### src/rtl/cmul3_pkg.sv
package cmul3_pkg;

  // Register stages between the operand ports and the result ports.
  localparam int PIPE_DEPTH = 6;

  // Real multiplications used per complex product.
  localparam int NUM_MUL = 3;

  // Per-stage load strobes issued by the control to the datapath.
  typedef struct packed {
    logic ldIn;    // capture operands
    logic ldPre;   // pre-adder stage
    logic ldMulA;  // first product register
    logic ldMulB;  // second product register
    logic ldPost;  // post-adder stage
    logic ldOut;   // output register
  } cmul3_strobe_t;

endpackage

### src/rtl/cmul3_ctrl.sv
module cmul3_ctrl
  import cmul3_pkg::*;
(
  input  logic          clk,
  input  logic          rstN,
  input  logic          inValid,
  output cmul3_strobe_t strb,
  output logic          outValid
);

  // Valid token shift register: bit k set means stage k+1 holds live data.
  logic [PIPE_DEPTH-1:0] vPipe;

  always_ff @(posedge clk or negedge rstN) begin
    if (!rstN) begin
      vPipe <= '0;
    end else begin
      vPipe <= {vPipe[PIPE_DEPTH-2:0], inValid};
    end
  end

  // Each data stage loads exactly when the token reaches it.
  assign strb.ldIn   = inValid;
  assign strb.ldPre  = vPipe[0];
  assign strb.ldMulA = vPipe[1];
  assign strb.ldMulB = vPipe[2];
  assign strb.ldPost = vPipe[3];
  assign strb.ldOut  = vPipe[4];
  assign outValid    = vPipe[PIPE_DEPTH-1];

  // Cycles since reset release, saturating; only lets the checker know
  // how much reset-free history exists.
  logic [2:0] sinceRst;

  always_ff @(posedge clk or negedge rstN) begin
    if (!rstN) begin
      sinceRst <= '0;
    end else if (sinceRst != 3'd7) begin
      sinceRst <= sinceRst + 3'd1;
    end
  end


  valid_delay_chk: assert property (@(posedge clk) disable iff (!rstN)
    (sinceRst >= 3'd6) |-> (outValid == $past(inValid, 6)));

endmodule

### src/rtl/cmul3_prod.sv
module cmul3_prod #(
  parameter int X_W = 17,
  parameter int Y_W = 16
) (
  input  logic                        clk,
  input  logic                        rstN,
  input  logic                        ldA,
  input  logic                        ldB,
  input  logic signed [X_W-1:0]       xIn,
  input  logic signed [Y_W-1:0]       yIn,
  output logic signed [X_W+Y_W-1:0]   pOut
);

  localparam int P_W = X_W + Y_W;

  logic signed [P_W-1:0] stageA;
  logic signed [P_W-1:0] stageB;

  // Two register levels so the multiplier can be balanced across them.
  always_ff @(posedge clk or negedge rstN) begin
    if (!rstN) begin
      stageA <= '0;
      stageB <= '0;
    end else begin
      if (ldA) stageA <= P_W'(xIn) * P_W'(yIn);
      if (ldB) stageB <= stageA;
    end
  end

  assign pOut = stageB;

endmodule

### src/rtl/cmul3_dp.sv
module cmul3_dp
  import cmul3_pkg::*;
#(
  parameter int DATA_W = 16
) (
  input  logic                         clk,
  input  logic                         rstN,
  input  cmul3_strobe_t                strb,
  input  logic signed [DATA_W-1:0]     aIn,
  input  logic signed [DATA_W-1:0]     bIn,
  input  logic signed [DATA_W-1:0]     cIn,
  input  logic signed [DATA_W-1:0]     dIn,
  output logic signed [2*DATA_W+1:0]   outRe,
  output logic signed [2*DATA_W+1:0]   outIm
);

  localparam int PRE_W  = DATA_W + 1;     // pre-adder result, one guard bit
  localparam int PROD_W = PRE_W + DATA_W; // product of pre-sum and operand
  localparam int OUT_W  = PROD_W + 1;     // post-adder result

  // Stage 1: operand capture
  logic signed [DATA_W-1:0] aS1, bS1, cS1, dS1;

  always_ff @(posedge clk or negedge rstN) begin
    if (!rstN) begin
      aS1 <= '0;
      bS1 <= '0;
      cS1 <= '0;
      dS1 <= '0;
    end else if (strb.ldIn) begin
      aS1 <= aIn;
      bS1 <= bIn;
      cS1 <= cIn;
      dS1 <= dIn;
    end
  end

  // Stage 2: pre-adders, widened by one bit so extreme inputs cannot wrap
  logic signed [PRE_W-1:0]  preAB, preDC, preCD;
  logic signed [DATA_W-1:0] aS2, bS2, cS2;

  always_ff @(posedge clk or negedge rstN) begin
    if (!rstN) begin
      preAB <= '0;
      preDC <= '0;
      preCD <= '0;
      aS2   <= '0;
      bS2   <= '0;
      cS2   <= '0;
    end else if (strb.ldPre) begin
      preAB <= PRE_W'(aS1) + PRE_W'(bS1);
      preDC <= PRE_W'(dS1) - PRE_W'(cS1);
      preCD <= PRE_W'(cS1) + PRE_W'(dS1);
      aS2   <= aS1;
      bS2   <= bS1;
      cS2   <= cS1;
    end
  end

  // Stages 3-4: three real products
  //   [0] shared  : c*(a+b)
  //   [1] imag fix: a*(d-c)
  //   [2] real fix: b*(c+d)
  logic signed [PRE_W-1:0]  mulX [NUM_MUL];
  logic signed [DATA_W-1:0] mulY [NUM_MUL];
  logic signed [PROD_W-1:0] prod [NUM_MUL];

  assign mulX[0] = preAB;
  assign mulY[0] = cS2;
  assign mulX[1] = preDC;
  assign mulY[1] = aS2;
  assign mulX[2] = preCD;
  assign mulY[2] = bS2;

  for (genvar gi = 0; gi < NUM_MUL; gi++) begin : g_mul
    cmul3_prod #(
      .X_W (PRE_W),
      .Y_W (DATA_W)
    ) u_prod (
      .clk  (clk),
      .rstN (rstN),
      .ldA  (strb.ldMulA),
      .ldB  (strb.ldMulB),
      .xIn  (mulX[gi]),
      .yIn  (mulY[gi]),
      .pOut (prod[gi])
    );
  end

  // Stage 5: post-adders
  logic signed [OUT_W-1:0] postRe, postIm;

  always_ff @(posedge clk or negedge rstN) begin
    if (!rstN) begin
      postRe <= '0;
      postIm <= '0;
    end else if (strb.ldPost) begin
      postRe <= OUT_W'(prod[0]) - OUT_W'(prod[2]);
      postIm <= OUT_W'(prod[0]) + OUT_W'(prod[1]);
    end
  end

  // Stage 6: output register, holds between results
  always_ff @(posedge clk or negedge rstN) begin
    if (!rstN) begin
      outRe <= '0;
      outIm <= '0;
    end else if (strb.ldOut) begin
      outRe <= postRe;
      outIm <= postIm;
    end
  end


  real_result_chk: assert property (@(posedge clk) disable iff (!rstN)
    $past(strb.ldOut) |->
      (outRe == $past(OUT_W'(aIn) * OUT_W'(cIn) - OUT_W'(bIn) * OUT_W'(dIn), 6)));


  imag_result_chk: assert property (@(posedge clk) disable iff (!rstN)
    $past(strb.ldOut) |->
      (outIm == $past(OUT_W'(aIn) * OUT_W'(dIn) + OUT_W'(bIn) * OUT_W'(cIn), 6)));


  hold_result_chk: assert property (@(posedge clk) disable iff (!rstN)
    !$past(strb.ldOut) |-> ($stable(outRe) && $stable(outIm)));

endmodule

### src/rtl/cplx_mul3.sv
module cplx_mul3
  import cmul3_pkg::*;
#(
  parameter int DATA_W = 16
) (
  input  logic                        clk,
  input  logic                        rstN,
  input  logic                        inValid,
  input  logic signed [DATA_W-1:0]    aRe,
  input  logic signed [DATA_W-1:0]    aIm,
  input  logic signed [DATA_W-1:0]    bRe,
  input  logic signed [DATA_W-1:0]    bIm,
  output logic                        outValid,
  output logic signed [2*DATA_W+1:0]  outRe,
  output logic signed [2*DATA_W+1:0]  outIm
);

  cmul3_strobe_t strb;

  cmul3_ctrl u_ctrl (
    .clk      (clk),
    .rstN     (rstN),
    .inValid  (inValid),
    .strb     (strb),
    .outValid (outValid)
  );

  // a = aRe, b = aIm, c = bRe, d = bIm
  cmul3_dp #(
    .DATA_W (DATA_W)
  ) u_dp (
    .clk   (clk),
    .rstN  (rstN),
    .strb  (strb),
    .aIn   (aRe),
    .bIn   (aIm),
    .cIn   (bRe),
    .dIn   (bIm),
    .outRe (outRe),
    .outIm (outIm)
  );

endmodule

### config.mk
export PLATFORM = sky130hd
export DESIGN_NAME = cplx_mul3
export DESIGN_NICKNAME = d
export VERILOG_FILES = /design/src/rtl/cmul3_pkg.sv /design/src/rtl/cmul3_ctrl.sv /design/src/rtl/cmul3_prod.sv /design/src/rtl/cmul3_dp.sv /design/src/rtl/cplx_mul3.sv
export SDC_FILE = /design/constraint.sdc
export NUM_CORES = 2
export LEC_CHECK = 0
export ABC_AREA = 1
export BUFFER_PORTS_ARGS = -buffer_cell sky130_fd_sc_hd__buf_2
export CAP_MARGIN = 20
export CORE_ASPECT_RATIO = 0.5
export CORE_MARGIN = 1.5
export CORE_UTILIZATION = 30
export CTS_CLUSTER_DIAMETER = 30
export DETAILED_ROUTE_END_ITERATION = 16
export PLACE_DENSITY = 0.42
export SETUP_SLACK_MARGIN = 0.15
export SYNTH_ARGS = -nofsm -noshare
export SYNTH_HDL_FRONTEND = slang
export SYNTH_HIERARCHICAL = 1
export SYNTH_SLANG_ARGS = --single-unit
export TNS_END_PERCENT = 20
### constraint.sdc
create_clock -name clk -period 13.1 [get_ports clk]
set_clock_uncertainty 0.1 [all_clocks]
set_input_delay 2.62 -clock clk [delete_from_list [all_inputs] [get_ports clk]]
set_output_delay 2.62 -clock clk [all_outputs]
set_load 0.01 [all_outputs]
==> run_results.csv <==
group,metric,value,unit
routing,drt_pre_antenna_iters,5,
logic_synthesis,avgSynthCellArea,7.845,sq um
grt,grt_pass1_vias,48670,
timing,final_hold_viol_count,0,
cts,root_buffer,"clkbuf_16",
place,dpl_worst_slack,6.559,ns
flow_run,maxCapViolCount,0,
die,die_w,631.7,microns
worst_hold_path,min_path_cells,2,
layout,multi_input_area,38660,sq um
die,rows,115,
cts,post_cts_buffers,0,
timing,slew_violations,0,
cts,clk_latency,0.72,ns
critical_path,worst-setup-path-type,"reg -> reg",
layout,final_cell_mix,"2103 x nand2_1, 1820 x inv_1, 833 x fa_1, 499 x dfrtp_1, 366 x ha_1",
logic_synthesis,ys_async_sr_fraction,100.0,%
grt,grt_overflow,0,
die,pin_count,136,
timing,worst_pin_slew,1.156,ns
critical_path,cp_num_buf_inv,3,
timing,timing.fmax,152.3,MHz
logic_synthesis,ys_seq_area_share,21.18,%
place,place_hpwl,147300,microns
place,place_area,62330,sq um
layout,layout.nets,8812,
die,start_util,30.17,%
timing,layout_setup_ws,6.534,ns
cts,clock-sinks,502,
critical_path,end_kind,"flip-flop",
critical_path,cp_top_family,"adder cells",
logic_synthesis,synth_flop_cell,"dfrtp_1",
place,gp_congestion,0.8717,
cts,postCtsHoldBufs,0,
critical_path,ff2ff_path_depth,18,
critical_path,crit_chain,"nand2_1, inv_1, fa_1, fa_1, fa_1, fa_1, fa_1, inv_1, fa_1, inv_1, ha_1, nand4_1, nor3_1, nand3_1, nand3_1, nand2_1, nand3_1, o21ai_0",
critical_path,reg2reg_from,"u_dp/aS2[1]$_DFFE_PN0P_",
critical_path,cp_common_cell,"fa_1",
routing,vias_per_cell,4.469,
cts,clock_path_buffers,3,
critical_path,critPathLaunch,"u_dp/aS2[1]$_DFFE_PN0P_",
die,coreArea,196600,sq um
cts,tritoncts,"done",
logic_synthesis,ys_ff_latch,502,
layout,final_common_cell,"nand2_1",
routing,drt_iter0_markers,2962,
cts,cts-resized-gates,0,
timing,setup_violations,0,
routing,final_antenna_net_count,0,
routing,vias,45910,
routing,routedWlPerCell,17.67,microns
critical_path,required,13.55,ns
timing,relSlewSlack,22.95,%
place,portBuffers,135,
layout,fin_area,66290,sq um
timing,layout_min_cycle_time,6.566,ns
cts,cts-htree-levels,3,
critical_path,crit_slowest_cell,"fa_1",
critical_path,r2r_end,"u_dp/g_mul[1].u_prod/stageA[24]$_DFFE_PN0P_",
layout,regArea,12570,sq um
logic_synthesis,synth_cells,7559,
grt,grtUsageTotal,18.62,%
die,die_area,200500,sq um
grt,grt_pass1_wl,288500,microns
grt,antenna_found_initial,13,
die,die_height,317.4,microns
layout,drive_gt1_share,7.949,%
routing,wl,181500,microns
layout,syn_to_final_growth,11.79,%
timing,setup_tns,0,ns
timing,fin_crit_sh,50.12,%
layout,n_fill_cell,20990,
logic_synthesis,synth_edf_count,0,
cts,clk_pin_slew,0.05,ns
critical_path,cpPeakStageDelay,0.84,ns
critical_path,worstSetupStartpointType,"flip-flop",
critical_path,crit_arrival,7.02,ns
cts,cts-buffers-inserted,109,
logic_synthesis,ys_warn_count,6,
logic_synthesis,synth.net_count,8825,
logic_synthesis,synth.distinct_cells,47,
critical_path,reg2reg_slack,6.53,ns
critical_path,cp-endpoint,"u_dp/g_mul[1].u_prod/stageA[24]$_DFFE_PN0P_",
grt,grt_max_degree,138,
critical_path,cp_max_fo,18,
routing,drc,0,
worst_hold_path,hp-class,"reg -> reg",
critical_path,cp_num_cells,18,
logic_synthesis,netlist_area,59300,sq um
timing,rsz0062_at_grt,"false",
status,outcome,"finished clean",
-- state kept, by name, summed over array words and instances, names as in the netlist, 17 cells and up --
register / cells
u_dp/postRe: 34
u_dp/preAB: 17
u_dp/preDC: 17
u_dp/g_mul.u_prod/stageA: 99
u_dp/outIm: 34
u_dp/outRe: 34
u_dp/postIm: 34
u_dp/g_mul.u_prod/pOut: 99
-- cell type report --
type | instances | area share, %
multi-input cells | 4934 | 58.32
flip-flops and latches | 502 | 18.96
inverters | 1840 | 10.42
well taps | 2632 | 4.968
clock buffers | 139 | 4.513
clock inverters | 62 | 1.416
repair buffers | 159 | 1.385
diodes | 4 | 0.01510
-- per-stage QoR --
| stage | util (%) | std cells | hold WS, ns |
|---|---|---|---|
| 2_1_floorplan | - | 7559 | 0.2519 |
| 3_3_place_gp | 31.71 | 10070 | 0.3631 |
| 3_5_place_dp | 31.71 | 10070 | 0.3632 |
| 4_1_cts | 33.71 | 10270 | 0.3747 |
| 5_1_grt | 33.72 | 10270 | 0.3971 |
| 6_report | 33.73 | 10270 | 0.3645 |
-- how the worst min path moves through the flow --
stage	startpoint	end	slack (ns)
2_1_floorplan	u_ctrl/vPipe[3]$_DFF_PN0_	u_ctrl/vPipe[4]$_DFF_PN0_	0.25
3_3_place_gp	u_dp/postRe[4]$_DFFE_PN0P_	u_dp/postRe[4]$_DFFE_PN0P_	0.36
3_5_place_dp	u_dp/postIm[0]$_DFFE_PN0P_	u_dp/postIm[0]$_DFFE_PN0P_	0.36
4_1_cts	u_dp/postIm[0]$_DFFE_PN0P_	u_dp/postIm[0]$_DFFE_PN0P_	0.37
5_1_grt	u_dp/postRe[10]$_DFFE_PN0P_	u_dp/postRe[10]$_DFFE_PN0P_	0.40
6_report	u_dp/postIm[0]$_DFFE_PN0P_	u_dp/postIm[0]$_DFFE_PN0P_	0.36
-- metal layers --
layer | track usage, % | vias up | routed length [microns]
li1 | - | 22390 | -
met1 | 26.72 | 22640 | 89900
met2 | 30.76 | 711 | 82550
met3 | 1.869 | 175 | 6428
met4 | 3.352 | 0 | 2627
met5 | 0 | - | 0
-- cell usage after synthesis (24+ instances only) --
| cell | number | area share [%] |
|---|---|---|
| xnor2_1 | 55 | 0.81 |
| inv_1 | 1821 | 12 |
| o21ai_0 | 252 | 2.1 |
| o21ai_1 | 37 | 0.31 |
| xor2_1 | 24 | 0.35 |
| clkbuf_1 | 225 | 1.4 |
| nand2_1 | 2103 | 13 |
| buf_2 | 34 | 0.29 |
| nand3_1 | 271 | 2.3 |
| nand4_1 | 51 | 0.54 |
| ha_1 | 366 | 7.7 |
| nand2_2 | 28 | 0.30 |
| fa_1 | 833 | 28 |
| mux2_2 | 147 | 2.8 |
| nand3b_1 | 24 | 0.30 |
| dfrtp_1 | 502 | 21 |
| a21oi_1 | 225 | 1.9 |
| nor3_1 | 44 | 0.37 |
| o21bai_1 | 29 | 0.37 |
| nor2_1 | 319 | 2.0 |
-- worst reg2reg max path: stages, from the launching register on --
cell	delay, ns
dfrtp_1	0.82
nand2_1	0.21
inv_1	0.17
fa_1	0.56
fa_1	0.85
fa_1	0.52
fa_1	0.52
fa_1	0.49
inv_1	0.05
fa_1	0.47
inv_1	0.04
ha_1	0.40
nand4_1	0.22
nor3_1	0.42
nand3_1	0.23
nand3_1	0.12
nand2_1	0.05
nand3_1	0.08
o21ai_0	0.10
-- kinds of logic (layout without fill, tap and decap cells) --
family,count (synthesis),count (layout),synth area share [%]
compound gates,590,590,5.309
xor+xnor,79,79,1.167
fa+ha+maj,1199,1199,35.84
buf+inv,2123,2200,13.62
flops,502,502,21.18
mux,147,147,2.792
other cells,0,4,0
simple gates,2919,2919,20.08
Power is left out: the tool's default activity adds up to more than one toggle a clock period on the data nets, which glitch-free logic cannot reach.
